`src/rtl/jtm_pkg.sv`:
```
package jtm_pkg;

  typedef enum logic [1:0] {
    OP_RESET = 2'd0,
    OP_TO_IR = 2'd1,
    OP_TO_DR = 2'd2,
    OP_SHIFT = 2'd3
  } jtm_op_e;

  typedef struct packed {
    jtm_op_e op;
    logic    msb_first;
    logic    leave;
    logic    to_idle;
  } jtm_ctl_t;

endpackage

```
`src/rtl/jtm_phase_timer.sv`:
```
// Marks the last system clock of each TCK half-period.
module jtm_phase_timer #(
  parameter int HALF_CYC = 2
) (
  input  logic clk,
  input  logic rst_n,
  input  logic start,
  input  logic run,
  output logic half_end
);
  generate
    if (HALF_CYC <= 1) begin : g_direct
      // One clock per half-period: every running clock ends a phase.
      assign half_end = run;
    end else begin : g_count
      localparam int CW = $clog2(HALF_CYC);
      logic [CW-1:0] cnt_q;

      always_ff @(posedge clk) begin
        if (!rst_n || start) begin
          cnt_q <= '0;
        end else if (run) begin
          cnt_q <= (cnt_q == CW'(HALF_CYC - 1)) ? '0 : cnt_q + 1'b1;
        end
      end

      assign half_end = run && (cnt_q == CW'(HALF_CYC - 1));
    end
  endgenerate
endmodule

```
`src/rtl/jtm_step_plan.sv`:
```
// For a given TCK step index, works out the TMS level, whether the step
// carries a data bit, and whether the index lies past the command's end.
module jtm_step_plan
  import jtm_pkg::*;
#(
  parameter int LENW  = 5,
  parameter int STEPW = 6
) (
  input  jtm_op_e            op,
  input  logic               leave,
  input  logic               to_idle,
  input  logic [LENW-1:0]    len_m1,
  input  logic [STEPW-1:0]   step,
  output logic               tms_val,
  output logic               data_bit,
  output logic               beyond
);
  logic [STEPW-1:0] nbits;
  logic [STEPW-1:0] total;

  always_comb begin
    nbits    = STEPW'(len_m1) + 1'b1;
    tms_val  = 1'b0;
    data_bit = 1'b0;
    total    = '0;
    unique case (op)
      OP_RESET: begin
        total   = STEPW'(6);
        tms_val = (step < STEPW'(5));
      end
      OP_TO_IR: begin
        total   = STEPW'(4);
        tms_val = (step < STEPW'(2));
      end
      OP_TO_DR: begin
        total   = STEPW'(3);
        tms_val = (step == '0);
      end
      default: begin
        total    = nbits + STEPW'(leave) + STEPW'(leave & to_idle);
        data_bit = (step < nbits);
        if (data_bit) begin
          tms_val = leave && (step == nbits - 1'b1);
        end else begin
          // step nbits: Exit1 -> Update; step nbits+1: Update -> Idle
          tms_val = (step == nbits);
        end
      end
    endcase
    beyond = (step == total);
  end
endmodule

```
`src/rtl/jtm_scan_reg.sv`:
```
// Data shift register: sends one bit per data step and captures TDO into
// the position that matches the transmit order.
module jtm_scan_reg #(
  parameter int W    = 32,
  parameter int LENW = 5
) (
  input  logic            clk,
  input  logic            rst_n,
  input  logic            load,
  input  logic [W-1:0]    ld_data,
  input  logic [LENW-1:0] ld_len,
  input  logic            ld_msb,
  input  logic            shift_en,
  input  logic [LENW-1:0] len_m1,
  input  logic            msb_first,
  input  logic            tdo_in,
  output logic            first_bit,
  output logic            next_bit,
  output logic [W-1:0]    word
);
  logic [W-1:0] sh_q;
  logic [W-1:0] nxt;
  logic [W-1:0] ld_word;
  logic [W-1:0] run_mask;

  always_comb begin
    ld_word   = ld_data & ({W{1'b1}} >> (W - 1 - int'(ld_len)));
    run_mask  = {W{1'b1}} >> (W - 1 - int'(len_m1));
    first_bit = ld_msb ? ld_word[ld_len] : ld_word[0];
    if (msb_first) begin
      nxt = ((sh_q << 1) | W'(tdo_in)) & run_mask;
    end else begin
      nxt         = sh_q >> 1;
      nxt[len_m1] = tdo_in;
    end
    next_bit = msb_first ? nxt[len_m1] : nxt[0];
  end

  always_ff @(posedge clk) begin
    if (!rst_n) begin
      sh_q <= '0;
    end else if (load) begin
      sh_q <= ld_word;
    end else if (shift_en) begin
      sh_q <= nxt;
    end
  end

  assign word = sh_q;
endmodule

```
`src/rtl/jtm_engine.sv`:
```
module jtm_engine
  import jtm_pkg::*;
#(
  parameter int MAXBITS  = 32,
  parameter int HALF_CYC = 2
) (
  input  logic                       clk,
  input  logic                       rst_n,
  input  logic                       cmd_valid,
  output logic                       cmd_ready,
  input  logic [1:0]                 cmd_op,
  input  logic [$clog2(MAXBITS)-1:0] cmd_len,
  input  logic                       cmd_msb,
  input  logic                       cmd_end,
  input  logic                       cmd_idle,
  input  logic [MAXBITS-1:0]         cmd_data,
  output logic                       done,
  output logic [MAXBITS-1:0]         result,
  output logic                       tck,
  output logic                       tms,
  output logic                       tdi,
  input  logic                       tdo
);
  localparam int LENW  = $clog2(MAXBITS);
  localparam int STEPW = $clog2(MAXBITS + 3);

  logic             busy_q;
  logic [STEPW-1:0] step_q;
  jtm_ctl_t         ctl_q;
  logic [LENW-1:0]  len_q;
  logic             tck_q, tms_q, tdi_q, done_q;

  logic             accept;
  logic             half_end;
  logic [STEPW-1:0] step_nx;
  logic             nx_tms, nx_data, nx_beyond;
  logic             cur_data;
  logic             first_bit, next_bit;
  logic             first_tms, first_tdi;
  logic             is_shift_cmd;
  jtm_ctl_t         cmd_ctl;

  assign accept       = cmd_valid && !busy_q;
  assign is_shift_cmd = (cmd_op == OP_SHIFT);
  assign cmd_ctl      = '{op: jtm_op_e'(cmd_op), msb_first: cmd_msb,
                          leave: cmd_end, to_idle: cmd_idle};
  assign step_nx      = step_q + 1'b1;
  assign cur_data     = (ctl_q.op == OP_SHIFT) && (step_q <= STEPW'(len_q));

  // First TCK cycle of a command is set up straight from the command port.
  assign first_tms = !is_shift_cmd || (cmd_end && (cmd_len == '0));
  assign first_tdi = is_shift_cmd ? first_bit : 1'b1;

  jtm_phase_timer #(.HALF_CYC(HALF_CYC)) u_timer (
    .clk      (clk),
    .rst_n    (rst_n),
    .start    (accept),
    .run      (busy_q),
    .half_end (half_end)
  );

  // Looks one step ahead so the next TMS/TDI are ready at the falling edge.
  jtm_step_plan #(.LENW(LENW), .STEPW(STEPW)) u_plan (
    .op       (ctl_q.op),
    .leave    (ctl_q.leave),
    .to_idle  (ctl_q.to_idle),
    .len_m1   (len_q),
    .step     (step_nx),
    .tms_val  (nx_tms),
    .data_bit (nx_data),
    .beyond   (nx_beyond)
  );

  jtm_scan_reg #(.W(MAXBITS), .LENW(LENW)) u_scan (
    .clk       (clk),
    .rst_n     (rst_n),
    .load      (accept && is_shift_cmd),
    .ld_data   (cmd_data),
    .ld_len    (cmd_len),
    .ld_msb    (cmd_msb),
    .shift_en  (busy_q && tck_q && half_end && cur_data),
    .len_m1    (len_q),
    .msb_first (ctl_q.msb_first),
    .tdo_in    (tdo),
    .first_bit (first_bit),
    .next_bit  (next_bit),
    .word      (result)
  );

  always_ff @(posedge clk) begin
    if (!rst_n) begin
      busy_q <= 1'b0;
      step_q <= '0;
      ctl_q  <= '{op: OP_RESET, msb_first: 1'b0, leave: 1'b0, to_idle: 1'b0};
      len_q  <= '0;
      tck_q  <= 1'b1;
      tms_q  <= 1'b1;
      tdi_q  <= 1'b1;
      done_q <= 1'b0;
    end else begin
      done_q <= 1'b0;
      if (accept) begin
        busy_q <= 1'b1;
        step_q <= '0;
        ctl_q  <= cmd_ctl;
        len_q  <= cmd_len;
        tck_q  <= 1'b0;
        tms_q  <= first_tms;
        tdi_q  <= first_tdi;
      end else if (busy_q && half_end) begin
        if (!tck_q) begin
          tck_q <= 1'b1;
        end else if (nx_beyond) begin
          busy_q <= 1'b0;
          done_q <= 1'b1;
          tdi_q  <= 1'b1;
        end else begin
          step_q <= step_nx;
          tck_q  <= 1'b0;
          tms_q  <= nx_tms;
          tdi_q  <= nx_data ? next_bit : 1'b1;
        end
      end
    end
  end

  assign cmd_ready = !busy_q;
  assign done      = done_q;
  assign tck       = tck_q;
  assign tms       = tms_q;
  assign tdi       = tdi_q;
endmodule

```
`config.mk`:
```
export PLATFORM = sky130hd
export DESIGN_NAME = jtm_engine
export DESIGN_NICKNAME = d
export VERILOG_FILES = /design/src/rtl/jtm_pkg.sv /design/src/rtl/jtm_phase_timer.sv /design/src/rtl/jtm_step_plan.sv /design/src/rtl/jtm_scan_reg.sv /design/src/rtl/jtm_engine.sv
export SDC_FILE = /design/constraint.sdc
export NUM_CORES = 1
export LEC_CHECK = 0
export BUFFER_PORTS_ARGS = -buffer_cell sky130_fd_sc_hd__buf_2
export CORE_ASPECT_RATIO = 0.5
export CORE_MARGIN = 8
export CORE_UTILIZATION = 59
export DETAILED_ROUTE_END_ITERATION = 12
export PLACE_DENSITY = 0.91
export SYNTH_ARGS = -nofsm -noshare
export SYNTH_HDL_FRONTEND = slang
export SYNTH_SLANG_ARGS = --single-unit
```
`constraint.sdc`:
```
create_clock -name clk -period 3.9 [get_ports clk]
set_input_delay 0.78 -clock clk [delete_from_list [all_inputs] [get_ports clk]]
set_output_delay 0.78 -clock clk [all_outputs]
set_load 0.05 [all_outputs]
```
==> flow_metrics.tcl, run 1 <==
set metrics [dict create \
    rr_worst_depth 11 \
    rsz0062_at_grt "false" \
    num_rows 25 \
    slew_headroom_pct 38.32 \
    worstSetupPathType "reg2reg" \
    holdPathEnd "ctl_q[0]" \
    arrival_ns 3.57 \
    place_congestion 1.051 \
    final_cell_mix "103 x nand2_1, 82 x buf_2, 62 x nand3_1, 54 x dfxtp_1, 47 x a21oi_1" \
    clkTransAtPathRegs_ns 0.08 \
    finalSetupTns_ns 0 \
    synth_cell_type_count 97 \
    hold_class "reg2reg" \
    crit_path_max_incr_delay_ns 0.54 \
    grt_max_degree 55 \
    peakVddDrop_mv 0.1809 \
    drv_slew 0 \
    num_vias 6355 \
    clock-sinks 54 \
    crit_path_end_kind "flip-flop" \
    min_period_over_period_pct 87.37 \
    viasPerCell 7.077 \
    wl_met1_um 8591 \
    power_leakage_nw 2.367 \
    critPathLaunchType "flip-flop" \
    start_util_pct 59.76 \
    syn-num-nets 803 \
    die_width_um 153.2 \
    wl_met3_um 3088 \
    final_common_cell "nand2_1" \
    dpl.hpwl_um 15350 \
    fmax_ghz 0.2935 \
    die_y_um 84.59 \
    cts_root_buf "clkbuf_16" \
    seq_area_frac_synth_pct 19.47 \
    synth-edff-count 0 \
    min_period_ns 3.408 \
    postRouteAntennaNets 0 \
    fin_nets 842 \
    crit_chain "clkinv_1 > ha_1 > nor2b_1 > o21a_1 > o21ai_1 > a21oi_1 > o22a_1 > or4_1 > buf_4 > a311oi_1 > nor4_1" \
    p_per_area_mw_per_mm2 257.8 \
    whs_ns 0.4893 \
    port_buffers 82 \
    nFillCells 797 \
    cts_buffers 5 \
    syn_avg_cell_area_um2 7.533 \
    crit_slowest_cell "or4_1" \
    boundaryPins 83 \
    htree_levels 2 \
    final_util_pct 65.32 \
    routedWlPerCell_um 23.27 \
    synth_seq_cells 54 \
    grt_pass1_wl_um 32640 \
    r2r_start "len_q[1]" \
    reg2reg_slack_ns 0.49 \
    synthesis.area_mm2 0.005552 \
    die_area_mm2 0.01296 \
    post_cts_buffers 0 \
    core_area_mm2 0.009290 \
    crit_fanout 38 \
    cts_tree "done" \
    worstHoldStart "ctl_q[0]" \
    highest_layer "met4" \
    path_delay_family "compound AO/OA/AOI/OAI gates" \
    cts_buffer_depth 2 \
    netlist_instances 737 \
    drc 0 \
    drive_above_1_share_pct 18.40 \
    setup_viol 0 \
    overflow 0 \
    cp.buffers_inverters 2 \
    startpoint "len_q[1]" \
    finalHoldViolCount 0 \
    antenna_cells 0 \
    antenna_found_initial 0 \
    tightest_slew_ns 0.9183 \
    finalClockSkew_ns 0.005625 \
    status "finished clean" \
    synthFlopType "dfxtp_1" \
    async_reset_ff_share_pct 0 \
    syn_to_final_growth_pct 9.308 \
    grt_pass1_vias 5876 \
    min_path_cells 2 \
    drt_iter0_markers 995 \
    yosysWarningCount 0 \
    critical_path_required_ns 4.07 \
    grt_usage_pct 31.12 \
    maxCapViolations 0 \
    dr.pass1.iters 7 \
    clock_latency_ns 0.30 \
    dr_wl_met2_um 8523 \
    worstReg2RegEnd "u_scan.word[28]" \
    wirelength_um 20900 \
]
report_power, final:
group	leakage [nW]	switching, W	total (W)	internal (W)
combinational	1.85	0.000294	0.000444	0.000150
clock	0.0771	0.000219	0.000523	0.000304
sequential	0.439	0.0000284	0.000597	0.000569
total	2.37	0.000542	0.00156	0.00102
kinds of logic (layout without fill, tap and decap cells):
group           Yosys count  in the layout  synth area share (%)
simple gates            316            316                 30.07
buf+inv                  87            127                 7.753
xor+xnor                 20             20                 4.214
compound gates          206            206                 25.81
fa+ha+maj                20             20                 4.643
flops                    54             54                 19.47
mux                      34             34                 8.046
Yosys cell counts, drive strengths merged, types with 6 or more instances:
cell type / count / share of area, %
a211oi: 11 / 1.6
a21oi: 47 / 4.2
a311oi: 9 / 1.5
a31oi: 26 / 2.9
and2: 10 / 1.1
and3: 12 / 1.4
buf: 28 / 3.8
clkbuf: 37 / 2.5
dfxtp: 54 / 19
ha: 19 / 4.3
inv: 20 / 1.4
mux2i: 24 / 4.4
mux4: 8 / 3.2
nand2: 103 / 7.0
nand2b: 13 / 1.5
nand3: 63 / 5.8
nand4: 13 / 1.7
nand4b: 7 / 1.5
nor2: 38 / 2.7
nor2b: 9 / 1.1
nor3: 15 / 1.5
o211ai: 18 / 2.4
o21ai: 26 / 2.3
o22ai: 6 / 0.68
xnor2: 18 / 3.7
what timing repair did:
| action | 4_1_cts | 5_1_grt |
|---|---|---|
| hold buffers | 0 | 0 |
| endpoints found under the hold margin | 0 | 0 |
| gates resized for setup | 0 | 1 |
| endpoints found under the setup margin | 0 | 1 |
per-layer routing:
layer  vias up  GRT usage, %
met5         -             0
met4         0         10.78
met3        79         9.426
met2       521         45.37
met1      2922         42.36
li1       2833             -
metrics by stage:
stage                      power, W  std cells  cell area, µm²  worst slack (ns)
after floorplan           0.0009119        737            5552            0.8489
after global placement     0.001025        890            5899            0.5166
after detailed placement   0.001032        890            5899            0.4725
after CTS                  0.001544        898            6066            0.4611
after global routing       0.001613        898            6068            0.1678
final                      0.001565        898            6068            0.4924
worst max path at each step:
stage,endpoint,slack [ns],cells past startpoint
global placement,tdi,0.52,11
global route,tms,0.17,12
floorplan,tms,0.85,13
detailed placement,tms,0.47,11
CTS,tms,0.46,11
finish,u_scan.word[28],0.49,11
layout make-up:
type	instances	area, µm²	area share (%)
well taps	121	151.4	2.495
inverters	22	82.58	1.361
repair buffers	97	535.5	8.825
clock inverters	2	37.54	0.6186
multi-input cells	596	4051	66.76
clock buffers	6	128.9	2.124
flip-flops and latches	54	1081	17.81
flip-flops by register name, summed over array words and instances, names as in the netlist:
name                   cells
busy_q                     1
ctl_q                      5
done                       1
len_q                      5
step_q                     6
tck                        1
tdi                        1
tms                        1
u_scan.word               32
u_timer.g_count.cnt_q      1
worst reg2reg max path: stages (launching register included):
cell and delay (ns):
dfxtp_1 0.34, clkinv_1 0.33, ha_1 0.44, nor2b_1 0.15
o21a_1 0.17, o21ai_1 0.16, a21oi_1 0.09, o22a_1 0.23
or4_1 0.54, buf_4 0.29, a311oi_1 0.47, nor4_1 0.08
Power figures use the tool's default switching activity.
==> run 2, diff against run 1 <==
--- a/config.mk
+++ b/config.mk
@@ -8,9 +8,9 @@
 export BUFFER_PORTS_ARGS = -buffer_cell sky130_fd_sc_hd__buf_2
 export CORE_ASPECT_RATIO = 0.5
 export CORE_MARGIN = 8
-export CORE_UTILIZATION = 59
+export CORE_UTILIZATION = 30
 export DETAILED_ROUTE_END_ITERATION = 12
-export PLACE_DENSITY = 0.91
+export PLACE_DENSITY = 0.56
 export SYNTH_ARGS = -nofsm -noshare
 export SYNTH_HDL_FRONTEND = slang
 export SYNTH_SLANG_ARGS = --single-unit
==> run 2 against run 1 <==
  * Sequential power barely moved
  * Combinational power increased by 2%
  * Clock skew increased by 0.0089 ns
  * Non-clock buffer count is 9 higher
  * Setup slack hardly changed
  * Final cell count is 14% higher
  * Clock power decreased by 7.1%
  * Register-to-register slack barely moved
  * Critical path depth did not move
  * Flip-flop and latch count unchanged
  * Routed wire length up 9.2%
  * Fmax hardly changed
==> flow_metrics.tcl, run 2 (synthesis results as in run 1) <==
set metrics [dict create \
    largest_register_ff_count 32 \
    arrival_ns 3.60 \
    crit_fanout 9 \
    cts.repair.resized 0 \
    whs_ns 0.5014 \
    die_y_um 112.2 \
    cts_tree "done" \
    final_util_pct 34.27 \
    p_per_area_mw_per_mm2 245.8 \
    finalClockSkew_ns 0.01455 \
    htree_levels 2 \
    drt_iter0_markers 654 \
    grt_max_degree 43 \
    final_common_cell "nand2_1" \
    syn_to_final_growth_pct 12.73 \
    internal-power_w 0.0009705 \
    antenna_found_initial 0 \
    clock_latency_ns 0.31 \
    boundaryPins 83 \
    postRouteAntennaNets 0 \
    min_period_ns 3.408 \
    slew_headroom_pct 44.94 \
    maxCapViolations 0 \
    crit_slowest_cell "nor4bb_1" \
    worstSetupPathType "reg2reg" \
    finalSetupTns_ns 0 \
    cts_root_buf "clkbuf_16" \
    crit_chain "inv_1 > buf_4 > ha_1 > nor4bb_1 > mux2i_1 > nand3_1 > nand4_1 > o21ai_1 > a2111o_1 > o41a_1 > o32a_1" \
    status "finished clean" \
    crit_path_end_kind "flip-flop" \
    wirelength_um 22810 \
    power_w 0.001538 \
    ctsHoldBuffers 0 \
    p_comb_share_pct 29.4 \
    dpl.hpwl_um 17400 \
    num_rows 35 \
    power_leakage_nw 2.407 \
    finalHoldViolCount 0 \
    cts_buffers 5 \
    die_width_um 208.4 \
    clock-sinks 54 \
    antenna_cells 0 \
    fmax_ghz 0.2935 \
    viasPerCell 5.909 \
    drv_slew 0 \
    grt_pass1_vias 5833 \
    grt_pass1_wl_um 35230 \
    overflow 0 \
    num_vias 6063 \
    final_cell_mix "103 x nand2_1, 82 x buf_2, 62 x nand3_1, 53 x dfxtp_1, 47 x a21oi_1" \
    peakVddDrop_mv 0.1854 \
    startpoint "len_q[0]" \
    critPathLaunchType "flip-flop" \
    start_util_pct 30.40 \
    r2r_start "len_q[0]" \
    path_delay_family "compound AO/OA/AOI/OAI gates" \
    routedWlPerCell_um 22.23 \
    die_area_mm2 0.02338 \
    post_cts_buffers 0 \
    worstHoldStart "ctl_q[0]" \
    cp.buffers_inverters 2 \
    dr.pass1.iters 5 \
    setup_viol 0 \
    critical_path_required_ns 4.09 \
    crit_path_max_incr_delay_ns 0.47 \
    p_switching_w 0.0005676 \
    drive_above_1_share_pct 19.47 \
    place_congestion 0.9382 \
    p_clk_share_pct 31.6 \
    hold_class "reg2reg" \
    clkTransAtPathRegs_ns 0.08 \
    port_buffers 82 \
    tightest_slew_ns 0.8051 \
    seq_power_share_pct 39.0 \
    drc 0 \
    cts_buffer_depth 2 \
    core_area_mm2 0.01826 \
    rsz0062_at_grt "false" \
    grt_usage_pct 18.70 \
    switching_share_pct 36.90 \
    fin_nets 851 \
    min_period_over_period_pct 87.38 \
]
-- run 2: changes by cell type in the layout (fill, tap and decap cells not counted), sizes merged --
cell      delta
buf          +9
bufinv       -1
clkbuf       -1
clkinv       +2
clkinvlp     -1
inv          +1
-- run 2: metrics by stage --
step / worst slack, ns / cell area [µm²] / instances
final: 0.4924 / 6259 / 1026
after global routing: 0.2174 / 6259 / 1026
after CTS: 0.4588 / 6259 / 1026
after detailed placement: 0.4616 / 6105 / 1018
after global placement: 0.5840 / 6105 / 1018
after floorplan: 0.8489 / 5552 / 737
-- run 2: per-layer routing --
metal  up-vias  part of all wire (%)  track usage, %
met5         -                     0               0
met4         0                   3.3           6.632
met3        48                   6.5           3.227
met2       223                    46           30.68
met1      2939                    44           24.48
li1       2853                     -               -
-- run 2: final cells by class --
type | instances | area (µm²)
clock buffers | 5 | 125.1
well taps | 240 | 300.3
repair buffers | 106 | 590.6
fillers | 1944 | 12000
flip-flops and latches | 54 | 1082
inverters | 22 | 82.58
clock inverters | 3 | 28.78
multi-input cells | 596 | 4049
-- run 2: worst paths after layout --
check | to | slack (ns) | cells past startpoint
worst min-delay path | ctl_q[0] | 0.50 | 2
worst max-delay path | tdi | 0.49 | 11
worst max register to register | tdi | 0.49 | 11
worst min register to register | ctl_q[0] | 0.50 | 2
-- run 2: power groups by stage --
stage          combinational [W]  sequential (W)  clock (W)
2_1_floorplan           0.000283        0.000629          0
3_3_place_gp            0.000442        0.000613          0
3_5_place_dp            0.000443        0.000613          0
4_1_cts                 0.000445        0.000600   0.000494
5_1_grt                 0.000484        0.000603   0.000515
6_report                0.000452        0.000600   0.000486
-- run 2: tightest hold or removal path, stage by stage, from the launching register on --
cell and delay (ns):
dfxtp_1 0.34, nand2_1 0.06, a21oi_1 0.06
==> run 3, diff against run 2 <==
--- a/config.mk
+++ b/config.mk
@@ -6,9 +6,11 @@
 export NUM_CORES = 1
 export LEC_CHECK = 0
 export BUFFER_PORTS_ARGS = -buffer_cell sky130_fd_sc_hd__buf_2
+export CAP_MARGIN = 20
 export CORE_ASPECT_RATIO = 0.5
 export CORE_MARGIN = 8
 export CORE_UTILIZATION = 30
+export CTS_CLUSTER_SIZE = 28
 export DETAILED_ROUTE_END_ITERATION = 12
 export PLACE_DENSITY = 0.56
 export SYNTH_ARGS = -nofsm -noshare
==> constraint.sdc (replaced) <==
create_clock -name clk -period 3.9 [get_ports clk]
set_input_delay 0.195 -clock clk [delete_from_list [all_inputs] [get_ports clk]]
set_output_delay 0.195 -clock clk [all_outputs]
set_load 0.05 [all_outputs]
==> run 3 against run 2 <==
  * Largest cell class unchanged
  * Sequential share of layout area about the same
  * Critical endpoint is now tms
  * Clock skew down 0.0035 ns
  * Total power up 0.25%
==> flow_metrics.tcl, run 3 (synthesis results as in run 1) <==
set metrics [dict create \
    tightest_slew_ns 0.8429 \
    p_per_area_mw_per_mm2 247.1 \
    die_width_um 208.4 \
    maxCapViolations 0 \
    core_area_mm2 0.01826 \
    ctsHoldBuffers 0 \
    cts.repair.resized 0 \
    num_rows 35 \
    register_area_mm2 0.001082 \
    power_leakage_nw 2.392 \
    placed_area_mm2 0.006087 \
    final_common_cell "nand2_1" \
    die_y_um 112.2 \
    grt_pass1_wl_um 35600 \
    cts_root_buf "clkbuf_16" \
    slew_headroom_pct 42.35 \
    peakVddDrop_mv 0.1749 \
    fin_area_mm2 0.006241 \
    finalClockSkew_ns 0.01110 \
    holdPathEnd "ctl_q[0]" \
    place_congestion 0.9797 \
    nFillCells 1937 \
    antenna_cells 0 \
    grt_pass1_vias 5659 \
    critical_path_required_ns 4.13 \
    crit_fanout 13 \
    clkTransAtPathRegs_ns 0.08 \
    worstHoldStart "cmd_idle" \
    globalRoute.busiestLayer "met2" \
    arrival_ns 3.77 \
    min_period_over_period_pct 90.75 \
    syn_to_final_growth_pct 12.42 \
    fin_nets 847 \
    dpl.hpwl_um 17360 \
    dr.pass1.iters 5 \
    die_area_mm2 0.02338 \
    worstReg2RegEnd "tms" \
    drv_slew 0 \
    switching_share_pct 37.27 \
    port_buffers 82 \
    power_w 0.001542 \
    p_comb_share_pct 29.0 \
    use_met3_pct 3.032 \
    wirelength_um 23150 \
    finalHoldViolCount 0 \
    drt_iter0_markers 797 \
    cts_buffers 5 \
    p_switching_w 0.0005746 \
    grt_usage_pct 19.05 \
    place_inst 1014 \
    multi_input_area_mm2 0.004049 \
    viasPerCell 6.055 \
    num_vias 6188 \
    overflow 0 \
    min_period_ns 3.539 \
    cts_buffer_depth 2 \
    start_util_pct 30.40 \
    setup_viol 0 \
    finalSetupTns_ns 0 \
    critPathLaunchType "flip-flop" \
    grt.met2_usage_pct 31.35 \
    internal-power_w 0.0009673 \
    crit_path_end_kind "flip-flop" \
    boundaryPins 83 \
    reg2reg_slack_ns 0.36 \
    drc 0 \
    rr_worst_depth 11 \
    min_path_cells 3 \
    hold_class "in2reg" \
    routedWlPerCell_um 22.66 \
    final_cell_mix "103 x nand2_1, 82 x buf_2, 62 x nand3_1, 53 x dfxtp_1, 47 x a21oi_1" \
    cts_tree "done" \
    post_cts_buffers 0 \
    postRouteAntennaNets 0 \
    fin_cells 1022 \
    clock_latency_ns 0.32 \
    htree_levels 2 \
    grt_use_met1_pct 25.01 \
    seq_power_share_pct 39.2 \
    largest_register_ff_count 32 \
    clock-sinks 54 \
    worstSetupPathType "reg2reg" \
    p_clk_share_pct 31.9 \
    r2r_start "len_q[1]" \
    rsz0062_at_grt "false" \
    grt_max_degree 43 \
    fmax_ghz 0.2825 \
    drive_above_1_share_pct 19.05 \
    status "finished clean" \
    antenna_found_initial 0 \
    final_util_pct 34.18 \
]
-- run 3: worst max-delay path by stage --
stage                     end  slack (ns)      from  depth (start not counted)
after global placement    tms        0.51  len_q[0]                         10
after detailed placement  tms        0.46  len_q[1]                         11
after CTS                 tms        0.43  len_q[1]                         11
after global routing      tms        0.02  len_q[1]                         11
final                     tms        0.36  len_q[1]                         11
after floorplan           tms        0.85  len_q[0]                         13
-- run 3: worst max-delay path, stage by stage (launching register included) --
cell       delay [ns]
dfxtp_1          0.49
clkinv_1         0.32
ha_1             0.42
ha_1             0.35
or2_2            0.31
a21oi_1          0.14
o21ai_0          0.13
a221oi_2         0.30
nand4_2          0.19
nand2b_1         0.41
a2111oi_0        0.13
a211oi_1         0.25
-- run 3: metrics by stage --
stage / hold WS [ns] / setup WS, ns
after floorplan: 0.2569 / 0.8489
after global placement: 0.4429 / 0.5132
after detailed placement: 0.4527 / 0.4621
after CTS: 0.1183 / 0.4312
after global routing: 0.1325 / 0.01503
final: 0.1171 / 0.3606
-- run 3: routing by layer --
| layer | up-vias | wire length, µm |
|---|---|---|
| li1 | 2853 | - |
| met1 | 3026 | 9865 |
| met2 | 267 | 11040 |
| met3 | 42 | 1543 |
| met4 | 0 | 704 |
| met5 | - | 0 |
-- run 3: final cells by class --
cell class	count	share of cell area, %
clock buffers	5	2.005
clock inverters	3	0.4611
inverters	22	1.323
multi-input cells	596	64.88
flip-flops and latches	54	17.34
well taps	240	4.812
repair buffers	102	9.182
-- run 3: power groups by stage --
stage | combinational (W) | sequential (W) | clock (W)
6_report | 0.000447 | 0.000604 | 0.000491
5_1_grt | 0.000475 | 0.000607 | 0.000523
4_1_cts | 0.000437 | 0.000603 | 0.000504
3_5_place_dp | 0.000434 | 0.000616 | 0
3_3_place_gp | 0.000433 | 0.000616 | 0
2_1_floorplan | 0.000283 | 0.000629 | 0
